<file path="src/rtl/cmdstat_pkg.sv">
package cmdstat_pkg;
  localparam int CMD_W  = 8;
  localparam int OP_W   = 5;
  localparam int ERR_W  = 4;
  localparam int STAT_W = 8;

  typedef struct packed {
    logic            svc;
    logic            single;
    logic            fixed;
    logic [OP_W-1:0] op;
  } cmd_t;

  typedef struct packed {
    logic             sign;
    logic             zero;
    logic [ERR_W-1:0] err;
    logic             carry;
  } res_t;
endpackage

</file>
<file path="src/rtl/cs_cmd_decode.sv">
module cs_cmd_decode
  import cmdstat_pkg::*;
(
  input  logic [CMD_W-1:0] cmd_byte,
  output cmd_t             fields,
  output logic             legal
);
  always_comb begin
    fields = cmd_t'(cmd_byte);
    // 16-bit precision is only meaningful for fixed point
    legal  = !(fields.single && !fields.fixed);
  end
endmodule

</file>
<file path="src/rtl/cs_busy_track.sv">
module cs_busy_track
  import cmdstat_pkg::*;
(
  input  logic clk,
  input  logic rst_n,
  input  logic cmd_wr,
  input  cmd_t cmd_in,
  input  logic legal,
  input  logic exe_done,
  input  res_t res_in,
  output logic busy,
  output logic exe_start,
  output cmd_t cur_cmd,
  output res_t res_q,
  output logic proto_err,
  output logic done_evt,
  output logic done_svc
);
  logic accept;
  assign accept   = cmd_wr && !busy && legal;
  assign done_evt = busy && exe_done;
  assign done_svc = cur_cmd.svc;

  always_ff @(posedge clk or negedge rst_n) begin
    if (!rst_n) begin
      busy      <= 1'b0;
      exe_start <= 1'b0;
      cur_cmd   <= '0;
      res_q     <= '0;
      proto_err <= 1'b0;
    end else begin
      exe_start <= accept;
      if (accept) begin
        busy    <= 1'b1;
        cur_cmd <= cmd_in;
      end else if (done_evt) begin
        busy  <= 1'b0;
        res_q <= res_in;
      end
      if (cmd_wr && (busy || !legal)) proto_err <= 1'b1;
    end
  end

  // start is a single-cycle pulse and coincides with busy
  a_r2_start_pulse: assert property (@(posedge clk) disable iff (!rst_n)
    exe_start |=> !exe_start);
  a_r2_start_busy: assert property (@(posedge clk) disable iff (!rst_n)
    exe_start |-> busy);
  // completion ends busy
  a_r3_done_idle: assert property (@(posedge clk) disable iff (!rst_n)
    (busy && exe_done) |=> !busy);
  // write while busy leaves the captured command alone and flags it
  a_r8_busy_write: assert property (@(posedge clk) disable iff (!rst_n)
    (busy && cmd_wr) |=> ($stable(cur_cmd) && proto_err && !exe_start));
  a_r8_sticky: assert property (@(posedge clk) disable iff (!rst_n)
    proto_err |=> proto_err);
  // illegal format never starts
  a_r9_illegal: assert property (@(posedge clk) disable iff (!rst_n)
    (cmd_wr && !busy && !legal) |=> (!busy && !exe_start));
endmodule

</file>
<file path="src/rtl/cs_completion.sv">
module cs_completion (
  input  logic clk,
  input  logic rst_n,
  input  logic done_evt,
  input  logic done_svc,
  input  logic end_ack_n,
  input  logic svc_ack_n,
  input  logic access,
  output logic end_out,
  output logic svc_req
);
  always_ff @(posedge clk or negedge rst_n) begin
    if (!rst_n) begin
      end_out <= 1'b0;
      svc_req <= 1'b0;
    end else begin
      if (done_evt)                    end_out <= 1'b1;
      else if (!end_ack_n || access)   end_out <= 1'b0;

      if (done_evt)                    svc_req <= done_svc;
      else if (!svc_ack_n)             svc_req <= 1'b0;
    end
  end

  // every completion raises the end interrupt
  a_r5_end_set: assert property (@(posedge clk) disable iff (!rst_n)
    done_evt |=> end_out);
  // acknowledge held low makes the end output one clock wide
  a_r6_end_pulse: assert property (@(posedge clk) disable iff (!rst_n)
    (end_out && !end_ack_n && !done_evt) |=> !end_out);
  // completion of a no-service command drops the request
  a_r7_svc_drop: assert property (@(posedge clk) disable iff (!rst_n)
    (done_evt && !done_svc) |=> !svc_req);
  a_r7_svc_hold: assert property (@(posedge clk) disable iff (!rst_n)
    (svc_req && svc_ack_n && !done_evt) |=> svc_req);
endmodule

</file>
<file path="src/rtl/cmdstat_ctrl.sv">
module cmdstat_ctrl
  import cmdstat_pkg::*;
(
  input  logic              clk,
  input  logic              rst_n,
  input  logic              cmd_wr,
  input  logic [CMD_W-1:0]  cmd_byte,
  input  logic              stat_rd,
  input  logic              data_acc,
  output logic [STAT_W-1:0] status,
  output logic              exe_start,
  output logic [OP_W-1:0]   exe_op,
  output logic              exe_fixed,
  output logic              exe_single,
  input  logic              exe_done,
  input  logic              exe_sign,
  input  logic              exe_zero,
  input  logic              exe_carry,
  input  logic [ERR_W-1:0]  exe_err,
  output logic              end_out,
  input  logic              end_ack_n,
  output logic              svc_req,
  input  logic              svc_ack_n,
  output logic              proto_err
);
  cmd_t dec_fields, cur_cmd;
  res_t res_in, res_q;
  logic legal, busy, done_evt, done_svc;

  assign res_in = '{sign: exe_sign, zero: exe_zero, err: exe_err, carry: exe_carry};

  cs_cmd_decode u_dec (
    .cmd_byte (cmd_byte),
    .fields   (dec_fields),
    .legal    (legal)
  );

  cs_busy_track u_busy (
    .clk       (clk),
    .rst_n     (rst_n),
    .cmd_wr    (cmd_wr),
    .cmd_in    (dec_fields),
    .legal     (legal),
    .exe_done  (exe_done),
    .res_in    (res_in),
    .busy      (busy),
    .exe_start (exe_start),
    .cur_cmd   (cur_cmd),
    .res_q     (res_q),
    .proto_err (proto_err),
    .done_evt  (done_evt),
    .done_svc  (done_svc)
  );

  cs_completion u_cmp (
    .clk       (clk),
    .rst_n     (rst_n),
    .done_evt  (done_evt),
    .done_svc  (done_svc),
    .end_ack_n (end_ack_n),
    .svc_ack_n (svc_ack_n),
    .access    (cmd_wr || stat_rd || data_acc),
    .end_out   (end_out),
    .svc_req   (svc_req)
  );

  assign exe_op     = cur_cmd.op;
  assign exe_fixed  = cur_cmd.fixed;
  assign exe_single = cur_cmd.single;
  // result flags are undefined while busy; drive them as zero
  assign status     = busy ? {1'b1, {(STAT_W-1){1'b0}}} : {1'b0, res_q};

  // busy status shows only the busy bit
  a_r4_masked: assert property (@(posedge clk) disable iff (!rst_n)
    exe_start |-> (status == 8'h80));
  // a completion leaves the captured flags visible
  a_r3_status_flags: assert property (@(posedge clk) disable iff (!rst_n)
    (busy && exe_done) |=> (status == {1'b0, $past(res_in)}));
endmodule

</file>
<file path="config.mk">
export PLATFORM = sky130hd
export DESIGN_NAME = cmdstat_ctrl
export DESIGN_NICKNAME = d
export VERILOG_FILES = /design/src/rtl/cmdstat_pkg.sv /design/src/rtl/cs_cmd_decode.sv /design/src/rtl/cs_busy_track.sv /design/src/rtl/cs_completion.sv /design/src/rtl/cmdstat_ctrl.sv
export SDC_FILE = /design/constraint.sdc
export NUM_CORES = 1
export LEC_CHECK = 0
export BUFFER_PORTS_ARGS = -buffer_cell sky130_fd_sc_hd__buf_2
export CAP_MARGIN = 30
export CORE_MARGIN = 2
export CORE_UTILIZATION = 30
export DETAILED_ROUTE_END_ITERATION = 10
export PLACE_DENSITY_LB_ADDON = 0.05
export REMOVE_ABC_BUFFERS = 1
export SLEW_MARGIN = 0
export SYNTH_ARGS = -nofsm -noshare
export SYNTH_HDL_FRONTEND = slang
export SYNTH_SLANG_ARGS = --single-unit
</file>
<file path="constraint.sdc">
create_clock -name clk -period 1.2 [get_ports clk]
set_clock_uncertainty 0.05 [all_clocks]
set_input_delay 0 -clock clk [delete_from_list [all_inputs] [get_ports clk]]
set_output_delay 0 -clock clk [all_outputs]
set_load 0.02 [all_outputs]
</file>
After elaboration in Yosys (flattened, before gate mapping)
Index checks and enable logic that the tools add are counted.
{ "totals": {"input_bits": 23, "regBits": 20, "output_inout_bits": 19, "wordCells": 38} }
{ "classes": {"n_eq_ne": 1, "n_bitwise": 1, "reduce_logical": 16, "muxes": 7} }
{ "op_table": {"columns": ["operator", "count"], "rows": [
  ["8-bit 2-to-1 mux", 1],
  ["1-bit 2-to-1 mux", 6],
  ["1-bit logical AND", 5],
  ["1-bit zero test", 4],
  ["1-bit logical OR", 4],
  ["2-bit nonzero test", 2],
  ["2-bit by 1-bit != test with 1-bit output (second input constant)", 1],
  ["2-bit AND reduction", 1],
  ["1-bit NOT", 1]
]} }

Depth between registers and ports, before layout
Gate-level depths: netlist (run 1).
{ "depth": {"ltp_word": 6, "mapped_depth": 4, "depth_no_buf": 3} }

Cells and area by module
From an unflattened synthesis (run 1), not the netlist that was laid out.
{ "unflattened": {"cells_unflattened": 68, "hier_area_um2": 922.1} }
{ "by_module_without_submodules": {"columns": ["module", "cells_per_inst", "area_each_um2", "n_inst", "seq_area_each_um2"], "rows": [
  ["cs_busy_track", 43, 724.4, 1, 450.4],
  ["cs_completion", 7, 73.8, 1, 50.0],
  ["cs_cmd_decode", 9, 66.3, 1, 0.0],
  ["cmdstat_ctrl", 9, 57.6, 1, 0.0]
]} }

Worst setup path before layout (run 1)
No wires, ideal clock.
{ "synth_path": {"path_kind": "reg2reg", "from": "reg u_busy.busy", "to": "reg u_busy.cur_cmd[0] (netlist name)", "arrival_ns": 1.039, "n_path_buf": 1, "t_required_ns": 1.025, "setup_slack_ns": -0.014, "synth_period_minus_slack_ns": 1.214, "path_stages_with_launch": 4, "cell_sequence": "dfrtp_1 and3b_1 buf_6 mux2_4"} }
{ "synth_via": {"elab_chain_cells": 3} }
{ "synth_rtl": {"columns": ["item", "line", "source"], "rows": [
  ["start, declared", "cs_busy_track.sv:11", "output logic busy,"],
  ["start signal, assigned", "cs_busy_track.sv:26", "busy <= 1'b0;"],
  ["start signal, assigned", "cs_busy_track.sv:34", "busy <= 1'b1;"],
  ["start signal, assigned", "cs_busy_track.sv:37", "busy <= 1'b0;"],
  ["1-bit zero test", "cs_busy_track.sv:20", "assign accept = cmd_wr && !busy && legal;"],
  ["1-bit logical AND (2 in a row)", "cs_busy_track.sv:20", null],
  ["via u_busy.accept", "cs_busy_track.sv:19", "logic accept;"]
]} }
The timed path passes the listed nets, and every way through them passes these cells.
A chain may end at the register's enable or synchronous reset.

Worst setup path in the final report (run 1)
{ "layout_path": {"from": "reg u_busy.busy", "to": "reg u_busy.cur_cmd[2] (netlist name)"} }
{ "layout_via": {"elab_chain_cells": 3} }
{ "layout_rtl": {"columns": ["item", "line"], "rows": [
  ["1-bit zero test", "cs_busy_track.sv:20"],
  ["1-bit logical AND (2 in a row)", "cs_busy_track.sv:20"]
]} }
Every way passes these cells.

==> impl_results.md, run 1 <==
* Final setup vio count at 16
* RR Endpoint: u_busy.cur_cmd[2]
* Sequential fraction of the synthesis area at 59.7%
* Clk buf depth at 2
* Final wirelength at 1890 µm
* Synthesized cell area at 838 µm²
* Min Tclk post-route at 1310 ps
* # DRC at 0
* Worst setup path category: register to register
* CTS tree: yes
* Die Width at 56.9 µm
* CTS Buf Count at 3
* Levels on crit path at 3
* Height of the die at 56.9 µm
* Cell count after synthesis at 57
* RePlAce Congestion at 0.588
* Worst reg2reg setup slack at -110 ps
* Clk slew on worst S/H paths at 110 ps
* Slowest cell on crit path: dfrtp_2
* Initial Utilization at 30.9%
* Hold Crit Depth at 4
* Gr ovfl total at 0
* Commonest non-fill, non-tap cells in the layout: buf_2 (34), dlygate4sd3_1 (22), dfrtp_1 (19)
* Hold Startpoint: cmd_byte[6]
* FF-to-FF path depth at 3
* Worst-path cell chain: and3b_2 > buf_12 > mux2_4
* Max stage delay on crit path at 450 ps
* HP Class: input port to register
* Worst setup EP type: register
* DP HPWL at 1240 µm
* Layout fillers at 254
* Commonest non-fill, non-tap cell in the layout: buf_2
* Post-synth top area cell: dfrtp_1
* Setup tns final at -1050 ps
* Measured slew at the worst slew-check pin at 456 ps
* Synth top area share at 59.7%
* Max Freq at 764 MHz
* Synthesis-to-layout area growth at 71.2%
* Pwr Density at 1460 nW/µm²
* Clock Latency Late Sink at 290 ps
* #FFs+latches synth at 20
* Synth area leaders: dfrtp_1 (60%), mux2_4 (14%), mux2_2 (9.4%)
* Root buffer cell: clkbuf_4
* Slew Viols, Final at 0
* Ys Warns at 0
* Pre-CTS setup slack at -89.5 ps
* FF-to-FF Start: u_busy.busy
* Ant diodes at 0
* Vias per inst at 4.28
* Pleak at 0.729 nW
* Max_cap viols at 0
* Syn Area/Cell at 14.7 µm²
* Worst slew margin at 69.6%
* TritonRoute pass-1 iters at 4
* First DRT Iteration DRCs at 1
* H-tree depth at 1
* Status: finished with violations
* Rows at 19
* I/O pins at 42
* Failing checks: negative setup slack
* Peak VDD IR at 0.812 mV
* Worst setup margin at -109 ps
* Core area at 2710 µm²
* Layout Nets at 151
* Tot GR Track Use at 12.3%
* CP arrival at 1440 ps
* WL/cell at 12.0 µm
* Input/output buffers at 41
* Post-route ant nets at 0
* Layout cells sized above 1 at 55.9%
* Fin crit share at 109%
* Initial antenna violation count at 0
* Vias in the first global route at 699
* Data required time of the worst path at 1340 ps
* CP Max Fanout at 10
* Bufs and invs on worst path at 1
* Critical path launch point type: register
* Sink Count at 20
* Library cells used by synthesis at 16
* Final hold viol count at 0
* Largest net degree at the start of global routing at 21
* Largest delay share family, worst path: flip-flops
* Overall die area at 3230 µm²
* Hold endpoint: u_busy.proto_err
* First-pass GRT wire length at 3030 µm
* RSZ-0062 raised after global routing: true
* DR vias at 676
[worst register-to-register path, stage by stage (launching register included)]
cell and delay [ps]:
dfrtp_2 450, and3b_2 260, buf_12 140, mux2_4 300
[cell families after synthesis]
family	share of synthesized area, %
AOI/OAI and AO/OA	2.99
DFF	59.7
buffers and inverters	3.13
and+or+nand+nor	10.4
muxes	23.7
[worst max-delay path by stage]
stage / start / endpoint / slack (ps)
6_report: u_busy.busy / u_busy.cur_cmd[2] / -110
5_1_grt: u_busy.busy / u_busy.cur_cmd[2] / -150
4_1_cts: u_busy.busy / u_busy.cur_cmd[2] / -110
3_5_place_dp: u_busy.busy / u_busy.cur_cmd[5] / -90
3_3_place_gp: u_busy.busy / u_busy.cur_cmd[1] / -50
2_1_floorplan: u_busy.busy / u_busy.cur_cmd[0] / -390
[registers in the layout, indices dropped and copies added, names as in the netlist]
name and flops:
u_busy.cur_cmd 7, u_busy.res_q 7, u_busy.busy 1, u_busy.done_svc 1
u_busy.exe_start 1, u_busy.proto_err 1, u_cmp.end_out 1, u_cmp.svc_req 1
[per-stage QoR]
stage / utilization [%] / cell area [µm²] / power (W) / instances / hold WS, ps
detailed placement: 41.0 / 1110 / 0.00158 / 131 / -71.7
floorplan: - / 816 / 0.00132 / 54 / -346
global placement: 41.0 / 1110 / 0.00157 / 131 / -67.0
CTS: 51.1 / 1390 / 0.00207 / 157 / 68.9
global route: 53.0 / 1440 / 0.00222 / 158 / 98.3
finish: 53.0 / 1440 / 0.00210 / 158 / 79.6
[routing by layer]
metal	vias up	track usage, %	part of all wire, %
li1	332	-	-
met1	320	15.7	46
met2	24	20.6	48
met3	0	2.53	6.5
met4	0	3.99	0
met5	-	0	0
[final cells by class]
class | instances | area [µm²] | area share (%)
sequential | 20 | 502 | 35.0
tap | 31 | 38.8 | 2.70
clock buffer | 4 | 36.3 | 2.53
multi-input combinational | 33 | 339 | 23.6
inverter | 1 | 3.75 | 0.262
timing repair buffer | 69 | 515 | 35.9
[where the power goes]
part,internal [W],switching (W),total [W]
registers,0.000822,0.0000743,0.000896
logic,0.000460,0.000359,0.000819
clock network,0.000185,0.000199,0.000383
total,0.00147,0.000632,0.00210
[synth_stat cells]
library cell,n
nand2b_1,1
or2b_1,1
o41ai_1,1
nand3_1,2
mux2_4,8
inv_1,1
buf_1,1
buf_4,1
mux2_2,7
buf_6,1
nor2b_1,7
nand2_1,3
and3b_1,1
dfrtp_1,20
a21o_2,1
a21o_1,1
[repair_timing]
action                     CTS  global route
gates cloned                 0             0
hold buffers                22             0
resized for setup            8            12
setup buffers                0             1
pin swaps                    0             1
setup endpoints to repair   15            21
hold endpoints to repair    39             0
(Power assumes the default switching activity.)
==> run 2: changes to the inputs <==
--- a/config.mk
+++ b/config.mk
@@ -9,10 +9,13 @@
 export CAP_MARGIN = 30
 export CORE_MARGIN = 2
 export CORE_UTILIZATION = 30
+export CTS_CLUSTER_DIAMETER = 150
 export DETAILED_ROUTE_END_ITERATION = 10
 export PLACE_DENSITY_LB_ADDON = 0.05
 export REMOVE_ABC_BUFFERS = 1
+export SETUP_SLACK_MARGIN = 0.02
 export SLEW_MARGIN = 0
 export SYNTH_ARGS = -nofsm -noshare
 export SYNTH_HDL_FRONTEND = slang
+export SYNTH_HIERARCHICAL = 1
 export SYNTH_SLANG_ARGS = --single-unit
==> impl_results.md, run 2 <==
* Status: finished with violations
* Failing checks: negative setup slack
* Sink Count at 20 (unchanged)
* Multi-input gate area at 342 µm² (+0.74%)
* Final hold viol count at 0 (unchanged)
* Setup tns final at -235 ps (+820 ps)
* Worst-path cell chain: nand3b_4 > mux2_4
* # DRC at 0 (unchanged)
* Ys Warns at 6 (+6)
* Tot GR Track Use at 11.2% (-1.1 points)
* Clock power share at 15.5% (-2.8 points)
* Grt met2 use at 18.7% (-1.9 points)
* Met1 usage at 13.6% (-2.1 points)
* Overall die area at 3510 µm² (+8.5%)
* Worst setup margin at -33.6 ps (+75.2 ps)
* Vias per inst at 4.26 (-0.48%)
* CP arrival at 1370 ps (-70 ps)
* Bufs and invs on worst path at 0 (-1)
* Largest delay share family, worst path: flip-flops
* Cell count after synthesis at 67 (+18%)
* Initial antenna violation count at 0 (unchanged)
* Max Freq at 811 MHz (+6.1%)
* WHS at 55.5 ps (-24.0 ps)
* Worst setup path category: register to register
* Die Width at 59.2 µm (+4.1%)
* CTS Buf Count at 3 (unchanged)
* Register area at 500 µm² (-0.25%)
* Syn Area/Cell at 13.7 µm² (-7.2%)
* Clock Latency Late Sink at 300 ps (about the same)
* Critical path launch point type: register
* CP Max Fanout at 10 (unchanged)
* First DRT Iteration DRCs at 5 (+4)
* Final setup vio count at 9 (-7)
* Internal power at 0.00138 W (-5.9%)
* Flop pwr share at 44.8% (+2.1 points)
* Height of the die at 59.2 µm (+4.1%)
* Layout fillers at 295 (+16%)
* I/O pins at 42 (unchanged)
* Comb power frac at 39.7% (+0.7 points)
* Most Crowded Layer GR: met2
* Slowest cell on crit path: dfrtp_1
* Max_cap viols at 0 (unchanged)
* Clk buf depth at 2 (unchanged)
* Slew Viols, Final at 0 (unchanged)
* TritonRoute pass-1 iters at 2 (-2)
* Max stage delay on crit path at 450 ps (about the same)
* DR vias at 677 (+0.15%)
* M3 GR Usage at 4.59% (+2.1 points)
* CTS tree: yes
* Core area at 2980 µm² (+9.9%)
* Input/output buffers at 41 (unchanged)
* Regs by FF count: u_busy/cur_cmd: 7 flops, u_busy/res_q: 7 flops
* Largest net degree at the start of global routing at 21 (unchanged)
* RePlAce Congestion at 0.654 (+11%)
* Layout Nets at 151 (unchanged)
* Peak VDD IR at 0.912 mV (+12%)
* Clk slew on worst S/H paths at 100 ps (about the same)
* Gr ovfl total at 0 (unchanged)
* WL/cell at 11.0 µm (-7.7%)
* Worst setup EP type: register
* Pwr Density at 1430 nW/µm² (-2.4%)
* Measured slew at the worst slew-check pin at 443 ps (-13.3 ps)
* Layout cells sized above 1 at 53.2% (-2.7 points)
* Ant diodes at 0 (unchanged)
* Rows at 20 (+1)
* HP Class: input port to register
* Final wirelength at 1750 µm (-7.1%)
* Fin crit share at 103% (-6.3 points)
* Commonest non-fill, non-tap cell in the layout: buf_2
* Root buffer cell: clkbuf_4
* Synthesized cell area at 915 µm² (+9.1%)
* RSZ-0062 raised after global routing: true
* Synthesis-to-layout area growth at 53.2%
* Switching share of power at 31.0% (+0.87 points)
* Worst slew margin at 70.5% (+0.89 points)
* H-tree depth at 1 (unchanged)
* Vias in the first global route at 678 (-3.0%)
* Commonest non-fill, non-tap cells in the layout: buf_2 (34), dlygate4sd3_1 (22), dfrtp_1 (20)
* Initial Utilization at 30.7% (-0.22 points)
* Pleak at 0.715 nW (-2.0%)
* First-pass GRT wire length at 2880 µm (-5.0%)
* Post-route ant nets at 0 (unchanged)
* Data required time of the worst path at 1340 ps (about the same)
* Net Switching at 0.000619 W (-2.0%)
* Min Tclk post-route at 1230 ps (-75.2 ps)
-- run 2: per-stage QoR --
step | util [%] | setup slack [ps] | cell area, µm² | std cells | total power [W]
2_1_floorplan | - | -168 | 836 | 57 | 0.00133
3_3_place_gp | 36.8 | 16.8 | 1100 | 133 | 0.00155
3_5_place_dp | 36.8 | -5.24 | 1100 | 133 | 0.00156
4_1_cts | 46.2 | -43.6 | 1380 | 158 | 0.00201
5_1_grt | 47.1 | -70.0 | 1400 | 159 | 0.00213
6_report | 47.1 | -33.6 | 1400 | 159 | 0.00200
-- run 2: path summary, 6_finish.rpt --
| path | start | end | slack (ps) | cells after the start |
|---|---|---|---|---|
| worst max-delay path | u_busy/busy | u_busy/cur_cmd[0] | -30 | 2 |
| worst min-delay path | cmd_wr | u_busy/exe_start | 60 | 3 |
| worst max register to register | u_busy/busy | u_busy/cur_cmd[0] | -30 | 2 |
| worst min register to register | u_busy/proto_err | u_busy/proto_err | 410 | 1 |
| max in group asynchronous | rst_n | u_busy/exe_start | 670 | 2 |
| min in group asynchronous | rst_n | u_cmp/end_out | 120 | 2 |
-- run 2: final cells by class --
type,count,share of cell area (%)
Inverter,3,0.804
Clock buffer,3,1.61
Timing Repair Buffer,66,34.6
Multi-Input combinational cell,34,24.4
Tap cell,33,2.95
Sequential cell,20,35.7
-- run 2: worst min-delay path, delay by kind of cell --
| family | cells | cell delay (ps) |
|---|---|---|
| buf+inv | 2 | 180 |
| simple gates | 1 | 180 |
-- run 2: metal layers --
metal / part of all wire [%] / up-vias / wire (µm)
li1: - / 331 / -
met1: 45 / 324 / 781
met2: 50 / 22 / 877
met3: 5.4 / 0 / 95
met4: 0 / 0 / 0
met5: 0 / - / 0
-- run 2: power by group through the flow --
stage	clock network (W)	logic [W]	registers [W]
2_1_floorplan	0	0.000334	0.000994
3_3_place_gp	0	0.000653	0.000901
3_5_place_dp	0	0.000660	0.000904
4_1_cts	0.000341	0.000772	0.000896
5_1_grt	0.000367	0.000850	0.000913
6_report	0.000310	0.000794	0.000895
-- run 2: what timing repair did --
| action | in CTS | in global routing |
|---|---|---|
| buffers inserted | 0 | 1 |
| pin swaps | 0 | 0 |
| hold endpoints to repair | 39 | 0 |
| gates resized for setup | 12 | 5 |
| setup endpoints to repair | 15 | 20 |
| hold buffers | 22 | 0 |
